[src/rtl/otp_read_pkg.sv]
// Shared encodings for the OTP read sequencer.
// Assumes: two-bit request kind and error codes as stated in the brief.
package otp_read_pkg;

    typedef enum logic [1:0] {
        KIND_READ     = 2'b00,
        KIND_SENSE    = 2'b01,
        KIND_OVERRIDE = 2'b10,
        KIND_RSVD     = 2'b11
    } req_kind_e;

    typedef enum logic [1:0] {
        RERR_NONE    = 2'b00,
        RERR_INVAL   = 2'b01,
        RERR_TIMEOUT = 2'b10
    } rsp_err_e;

    typedef enum logic [3:0] {
        ST_IDLE,
        ST_WAIT_IDLE,
        ST_CLR_ERR,
        ST_SETTLE,
        ST_POLL,
        ST_POST,
        ST_CAPTURE,
        ST_CLOSE,
        ST_DONE
    } seq_state_e;

    function automatic int unsigned max3(int unsigned a, int unsigned b, int unsigned c);
        int unsigned m;
        m = (a > b) ? a : b;
        return (m > c) ? m : c;
    endfunction

endpackage

[src/rtl/otp_req_check.sv]
// Request validation and word address formation.
// Purely combinational. Assumes WORD_MAX + 1 is a power of two so that the
// word number is {bank, word}; the address is valid only when ok is high.
module otp_req_check #(
    parameter int unsigned BANK_W    = 4,
    parameter int unsigned WORD_W    = 4,
    parameter int unsigned BANK_MAX  = 4,
    parameter int unsigned WORD_MAX  = 7,
    parameter int unsigned ADDR_W    = 12,
    parameter int unsigned BASE_OFF  = 'h400,
    parameter int unsigned STRIDE_SH = 4
) (
    input  logic [1:0]        kind,
    input  logic [BANK_W-1:0] bank,
    input  logic [WORD_W-1:0] word,
    output logic              ok,
    output logic [ADDR_W-1:0] addr
);
    import otp_read_pkg::*;

    localparam int unsigned BSEL_W = $clog2(BANK_MAX + 1);
    localparam int unsigned WSEL_W = $clog2(WORD_MAX + 1);
    localparam int unsigned WNUM_W = BSEL_W + WSEL_W;
    localparam logic [BANK_W-1:0] BANK_LIM = BANK_W'(BANK_MAX);
    localparam logic [WORD_W-1:0] WORD_LIM = WORD_W'(WORD_MAX);
    localparam logic [ADDR_W-1:0] BASE_A   = ADDR_W'(BASE_OFF);

    logic [WNUM_W-1:0] word_num;

    // Accept only reads with both indices inside the array.
    always_comb begin
        ok = (kind == KIND_READ) && (bank <= BANK_LIM) && (word <= WORD_LIM);
    end

    // Linear word number, then base plus 16-byte stride.
    always_comb begin
        word_num = {bank[BSEL_W-1:0], word[WSEL_W-1:0]};
        addr     = BASE_A + ADDR_W'({word_num, {STRIDE_SH{1'b0}}});
    end

endmodule

[src/rtl/otp_cycle_timer.sv]
// Down counter shared by the settle, poll and postamble windows.
// A load sets the count; it then decrements to zero and stays there.
// zero is high in the cycle the count reads zero.
module otp_cycle_timer #(
    parameter int unsigned CNT_W = 8
) (
    input  logic             clk,
    input  logic             rst_n,
    input  logic             load,
    input  logic [CNT_W-1:0] load_val,
    output logic             zero
);
    logic [CNT_W-1:0] cnt_q;

    // Load or count down, saturating at zero.
    always_ff @(posedge clk) begin
        if (!rst_n) begin
            cnt_q <= '0;
        end else if (load) begin
            cnt_q <= load_val;
        end else if (cnt_q != '0) begin
            cnt_q <= cnt_q - 1'b1;
        end
    end

    // Expiry flag.
    always_comb begin
        zero = (cnt_q == '0);
    end

endmodule

[src/rtl/otp_read_fsm.sv]
// Control sequence for one fuse word read.
// Assumes SETTLE_CYC, POST_CYC and POLL_MAX are all at least 1, and that the
// timer it drives reports expiry in the cycle its count reaches zero.
module otp_read_fsm #(
    parameter int unsigned ADDR_W     = 12,
    parameter int unsigned DATA_W     = 32,
    parameter int unsigned CNT_W      = 8,
    parameter int unsigned SETTLE_CYC = 8,
    parameter int unsigned POST_CYC   = 8,
    parameter int unsigned POLL_MAX   = 16
) (
    input  logic              clk,
    input  logic              rst_n,
    input  logic              start,
    input  logic              req_ok,
    input  logic [ADDR_W-1:0] req_addr,
    input  logic              busy,
    input  logic [DATA_W-1:0] rdata,
    input  logic              tmr_zero,
    output logic              tmr_load,
    output logic [CNT_W-1:0]  tmr_val,
    output logic              bank_open,
    output logic              err_clr,
    output logic [ADDR_W-1:0] addr,
    output logic              done,
    output logic [DATA_W-1:0] data,
    output logic [1:0]        err
);
    import otp_read_pkg::*;

    localparam logic [CNT_W-1:0] SETTLE_LD = CNT_W'(SETTLE_CYC - 1);
    localparam logic [CNT_W-1:0] POST_LD   = CNT_W'(POST_CYC - 1);
    localparam logic [CNT_W-1:0] POLL_LD   = CNT_W'(POLL_MAX - 1);

    seq_state_e        state_q, state_d;
    logic [ADDR_W-1:0] addr_q;
    logic [DATA_W-1:0] data_q;
    rsp_err_e          err_q;

    // Next state and timer loads.
    always_comb begin
        state_d  = state_q;
        tmr_load = 1'b0;
        tmr_val  = '0;
        case (state_q)
            ST_IDLE: begin
                if (start) begin
                    if (req_ok) begin
                        state_d  = ST_WAIT_IDLE;
                        tmr_load = 1'b1;
                        tmr_val  = POLL_LD;
                    end else begin
                        state_d = ST_DONE;
                    end
                end
            end
            ST_WAIT_IDLE: begin
                if (!busy)         state_d = ST_CLR_ERR;
                else if (tmr_zero) state_d = ST_DONE;
            end
            ST_CLR_ERR: begin
                state_d  = ST_SETTLE;
                tmr_load = 1'b1;
                tmr_val  = SETTLE_LD;
            end
            ST_SETTLE: begin
                if (tmr_zero) begin
                    state_d  = ST_POLL;
                    tmr_load = 1'b1;
                    tmr_val  = POLL_LD;
                end
            end
            ST_POLL: begin
                if (!busy) begin
                    state_d  = ST_POST;
                    tmr_load = 1'b1;
                    tmr_val  = POST_LD;
                end else if (tmr_zero) begin
                    state_d = ST_CLOSE;
                end
            end
            ST_POST: begin
                if (tmr_zero) state_d = ST_CAPTURE;
            end
            ST_CAPTURE: state_d = ST_CLOSE;
            ST_CLOSE:   state_d = ST_DONE;
            ST_DONE:    state_d = ST_IDLE;
            default:    state_d = ST_IDLE;
        endcase
    end

    // State register.
    always_ff @(posedge clk) begin
        if (!rst_n) state_q <= ST_IDLE;
        else        state_q <= state_d;
    end

    // Request address, result data and error code.
    always_ff @(posedge clk) begin
        if (!rst_n) begin
            addr_q <= '0;
            data_q <= '0;
            err_q  <= RERR_NONE;
        end else begin
            case (state_q)
                ST_IDLE: begin
                    if (start) begin
                        addr_q <= req_addr;
                        data_q <= '0;
                        err_q  <= req_ok ? RERR_NONE : RERR_INVAL;
                    end
                end
                ST_WAIT_IDLE: begin
                    if (busy && tmr_zero) err_q <= RERR_TIMEOUT;
                end
                ST_POLL: begin
                    if (busy && tmr_zero) err_q <= RERR_TIMEOUT;
                end
                ST_CAPTURE: data_q <= rdata;
                default: ;
            endcase
        end
    end

    // Outputs decoded from the state.
    always_comb begin
        bank_open = (state_q == ST_SETTLE) || (state_q == ST_POLL) ||
                    (state_q == ST_POST)   || (state_q == ST_CAPTURE);
        err_clr   = (state_q == ST_CLR_ERR);
        done      = (state_q == ST_DONE);
        addr      = addr_q;
        data      = data_q;
        err       = err_q;
    end

endmodule

[src/rtl/otp_read_seq.sv]
// Top of the OTP fuse word read sequencer.
// Validates a host request, then runs clear, open, settle, poll, postamble,
// capture and close against the array, and returns data with a done pulse.
// Assumes arr_rdata is valid for arr_addr while the banks are open.
module otp_read_seq #(
    parameter int unsigned CLK_HZ     = 24_000_000,
    parameter int unsigned SETTLE_CYC = CLK_HZ / 100_000,
    parameter int unsigned POST_CYC   = CLK_HZ / 100_000,
    parameter int unsigned POLL_MAX   = 1000,
    parameter int unsigned BANK_W     = 4,
    parameter int unsigned WORD_W     = 4,
    parameter int unsigned BANK_MAX   = 4,
    parameter int unsigned WORD_MAX   = 7,
    parameter int unsigned ADDR_W     = 12,
    parameter int unsigned BASE_OFF   = 'h400,
    parameter int unsigned STRIDE_SH  = 4,
    parameter int unsigned DATA_W     = 32
) (
    input  logic              clk,
    input  logic              rst_n,
    input  logic              req_start,
    input  logic [1:0]        req_kind,
    input  logic [BANK_W-1:0] req_bank,
    input  logic [WORD_W-1:0] req_word,
    input  logic              arr_busy,
    input  logic [DATA_W-1:0] arr_rdata,
    output logic              arr_bank_open,
    output logic              arr_err_clr,
    output logic [ADDR_W-1:0] arr_addr,
    output logic              rsp_done,
    output logic [DATA_W-1:0] rsp_data,
    output logic [1:0]        rsp_err
);
    import otp_read_pkg::*;

    localparam int unsigned TMAX  = max3(SETTLE_CYC, POST_CYC, POLL_MAX);
    localparam int unsigned CNT_W = $clog2(TMAX + 1);

    logic              req_ok;
    logic [ADDR_W-1:0] req_addr;
    logic              tmr_load;
    logic [CNT_W-1:0]  tmr_val;
    logic              tmr_zero;

    otp_req_check #(
        .BANK_W   (BANK_W),
        .WORD_W   (WORD_W),
        .BANK_MAX (BANK_MAX),
        .WORD_MAX (WORD_MAX),
        .ADDR_W   (ADDR_W),
        .BASE_OFF (BASE_OFF),
        .STRIDE_SH(STRIDE_SH)
    ) u_check (
        .kind(req_kind),
        .bank(req_bank),
        .word(req_word),
        .ok  (req_ok),
        .addr(req_addr)
    );

    otp_cycle_timer #(
        .CNT_W(CNT_W)
    ) u_timer (
        .clk     (clk),
        .rst_n   (rst_n),
        .load    (tmr_load),
        .load_val(tmr_val),
        .zero    (tmr_zero)
    );

    otp_read_fsm #(
        .ADDR_W    (ADDR_W),
        .DATA_W    (DATA_W),
        .CNT_W     (CNT_W),
        .SETTLE_CYC(SETTLE_CYC),
        .POST_CYC  (POST_CYC),
        .POLL_MAX  (POLL_MAX)
    ) u_fsm (
        .clk      (clk),
        .rst_n    (rst_n),
        .start    (req_start),
        .req_ok   (req_ok),
        .req_addr (req_addr),
        .busy     (arr_busy),
        .rdata    (arr_rdata),
        .tmr_zero (tmr_zero),
        .tmr_load (tmr_load),
        .tmr_val  (tmr_val),
        .bank_open(arr_bank_open),
        .err_clr  (arr_err_clr),
        .addr     (arr_addr),
        .done     (rsp_done),
        .data     (rsp_data),
        .err      (rsp_err)
    );

endmodule

[config.mk]
export PLATFORM = sky130hd
export DESIGN_NAME = otp_read_seq
export DESIGN_NICKNAME = d
export VERILOG_FILES = /design/src/rtl/otp_read_pkg.sv /design/src/rtl/otp_req_check.sv /design/src/rtl/otp_cycle_timer.sv /design/src/rtl/otp_read_fsm.sv /design/src/rtl/otp_read_seq.sv
export SDC_FILE = /design/constraint.sdc
export NUM_CORES = 1
export LEC_CHECK = 0
export ABC_AREA = 1
export BUFFER_PORTS_ARGS = -buffer_cell sky130_fd_sc_hd__buf_4
export CAP_MARGIN = 25
export CORE_UTILIZATION = 40
export CTS_CLUSTER_SIZE = 24
export DETAILED_ROUTE_END_ITERATION = 12
export MAX_ROUTING_LAYER = met4
export PLACE_DENSITY = 0.65
export SLEW_MARGIN = 20
export SYNTH_ARGS = -nofsm -noshare
export SYNTH_HDL_FRONTEND = slang
export SYNTH_HIERARCHICAL = 1
export SYNTH_SLANG_ARGS = --single-unit
export TNS_END_PERCENT = 10
[constraint.sdc]
create_clock -name clk -period 6.6 [get_ports clk]
set_input_delay 1.32 -clock clk [delete_from_list [all_inputs] [get_ports clk]]
set_output_delay 1.32 -clock clk [all_outputs]
set_load 0.01 [all_outputs]
==> metrics.md <==
| Metric | Value |
|---|---|
| Status | complete, no violations |
| Vert. Die Dim | around 89 um |
| Hold_buf cts | 0 |
| Fmax | between 0.3 and 0.4 GHz |
| Layout cells sized above 1 | 26.5% |
| Row Count | 31 |
| Register area | roughly 1200 um^2 |
| DP Wirelength | ~5300 um |
| Synth async-reset ratio | 0% |
| TritonRoute pass-1 iters | 4 |
| Cts bufs inserted | 9 |
| Yosys top cell area share | between 30% and 40% |
| CTS tree | done |
| Gr ovfl total | 0 |
| Post-Synthesis Cells | 431 |
| CTS Sinks | 60 |
| Synth unique cells | 26 |
| Postcts setup bufs | 0 |
| I/O Buffers | 94 |
| Tcrit/Tclk final | between 40% and 50% |
| Setup TNS | 0 ns |
| Initial DRC count | roughly 140 |
| First-pass GRT wire length | 12200 um |
| Core area | 7250 um^2 |
| Initial antenna violation count | 0 |
| Max VDD drop | approximately 0.17 mV |
| Antenna viol nets, final | 0 |
| Post-route DRC | 0 |
| Placed cell area | ~3600 um^2 |
| Final Hold Fails | 0 |
| Max-slew violation count | 0 |
| Max Cap Violations | 0 |
| Yosys reg bits | 60 |
| Reg2reg setup slack | around 3.8 ns |
| Synth Area per Inst | between 6 and 7 um^2 |
| P per Cell Area | 424 nW/um^2 |
| CP startpoint kind | flop |
| Vias/cell | roughly 4.9 |
| Commonest cells in the netlist | nand3_1, nand2_1, dfxtp_1 |
| Fin crit period | about 2.8 ns |
| Final setup viols | 0 |
| Top-Level Pins | between 90 and 100 |
| WL/cell | around 13 um |
| Post-CTS resize count | 0 |
| Cell Area, Synth | 3010 um^2 |
| Largest net degree at the start of global routing | 47 |
| Syn. warnings | 6 |
| Clk buf depth | 2 |
| Finished Core Util | approximately 53% |
| Placer Congestion | 0.882 |
| Antenna Cells | 0 |
| Filler instances | 758 |
| Via count | 2993 |
| Leakage power | between 1.5 and 2 nW |
| Post-Route WL | approximately 7700 um |
| Most used DFF post-synth | dfxtp_1 |
| Vias in the first global route | approximately 2700 |
| Area delta synth->final | 27.2% |
| Clk root buf | clkbuf_8 |
| Die width | about 89 um |
| Slew HR | between 40% and 50% |
| CP endpoint kind | flop |
| Sequential area share after synthesis | 39.9% |
| Total power | about 0.0016 W |
| Top cell type by total area after synthesis | dfxtp_1 |
| Clk slew on worst S/H paths | approximately 0.060 ns |
| RSZ-0062 raised after global routing | no |
| Starting Density | about two fifths |
| Worst path arrival time | between 3 and 4 ns |
| Nets | around 550 |
| Critical-path maximum fanout | 16 |
| Post-synth EDFFs | 0 |
| Multi-input logic area | approximately 1500 um^2 |
| Die ar. | 7870 um^2 |
| Crit Path Class | flop to flop |
| Worst Skew | approximately 0.008 ns |
| Most frequent cell after synthesis | nand3_1 |
| Hold WC Path Type | flop to flop |
| Worst skew pair latency | between 0.3 and 0.4 ns |
| Global-route usage over all layers | between 20 and 25% |
| Least-Margin Pin Slew | approximately 0.85 ns |
| Data required time of the worst path | roughly 7 ns |
| Final instance area | between 3000 and 4000 um^2 |
| Most area-consuming cells after synthesis | dfxtp_1, nand3_1, nand2_1, a21oi_1, buf_4 |
| H-tree levels | 3 |
## stage by stage
stage                     instances  setup slack, ns  hold WS, ns
after floorplan                 435             3.90        0.462
after global placement          588             3.54        0.440
after detailed placement        589             3.43        0.445
after CTS                       605             3.78        0.456
after global routing            605             3.48        0.485
final                           605             3.76        0.452
## power by group
group / internal (W) / switching, W
clock network: 0.000194 / 0.000142
registers: 0.000429 / 0.0000626
logic: 0.000270 / 0.000525
## metal layers
metal | track usage (%) | wire length, um | vias up
li1 | - | - | 1546
met1 | 25.1 | 3400 | 1366
met2 | 32.2 | 3860 | 73
met3 | 5.04 | 418 | 8
met4 | 8.50 | 63 | 0
met5 | - | 0 | -
## sequential cells by signal (all words and copies together) (netlist names)
name / cells
u_fsm/addr: 12
u_fsm/data: 32
u_fsm/err: 2
u_fsm/state_q: 4
u_timer/cnt_q: 10
## final timing paths
| path | startpoint | endpoint | cells past startpoint |
|---|---|---|---|
| worst min register to register | u_fsm/err[1] | u_fsm/err[1] | 2 |
| worst min-delay path | u_fsm/err[1] | u_fsm/err[1] | 2 |
| worst max-delay path | u_timer/cnt_q[0] | u_timer/cnt_q[9] | 12 |
| worst max register to register | u_timer/cnt_q[0] | u_timer/cnt_q[9] | 12 |
## cells by family (layout without fill, tap and decap cells)
kind of cell,after synthesis,after routing,synth area share (%)
flops,60,60,39.9
buf+inv,68,139,11.7
fa+ha+maj,1,1,0.416
compound gates,61,61,10.1
simple gates,238,238,37.4
other cells,3,7,0.374
## worst max-delay path: stages (launching register included)
cell     delay [ns]
dfxtp_1        0.33
inv_1          0.11
ha_1           0.28
nand2_1        0.09
nor2_1         0.13
nand2_1        0.09
nor3_1         0.39
nand3_1        0.19
nand4_1        0.42
inv_2          0.24
or2_2          0.33
nand3_1        0.08
nor2_1         0.05
## area by class of cell
| type | instances | share of cell area [%] |
|---|---|---|
| Inverter | 27 | 2.65 |
| Sequential cell | 60 | 31.4 |
| Clock inverter | 4 | 1.24 |
| Timing Repair Buffer | 96 | 19.0 |
| Tap cell | 99 | 3.24 |
| Multi-Input combinational cell | 307 | 38.4 |
| Clock buffer | 12 | 4.05 |
## cell usage in the layout (no fill, tap or decap), drive strengths merged, types with 2 or more instances in the layout
cell | synthesis | routed
nand3 | 100 | 100
buf | 36 | 96
nand2 | 79 | 79
dfxtp | 60 | 60
a21oi | 54 | 54
nor2 | 47 | 47
inv | 26 | 26
clkbuf | 5 | 12
conb | 3 | 7
o21ai | 7 | 7
nand4 | 4 | 4
clkinv | 1 | 3
or2 | 3 | 3
nand3b | 2 | 2
nor3 | 2 | 2
No activity file was read; power rests on OpenSTA's default activity.
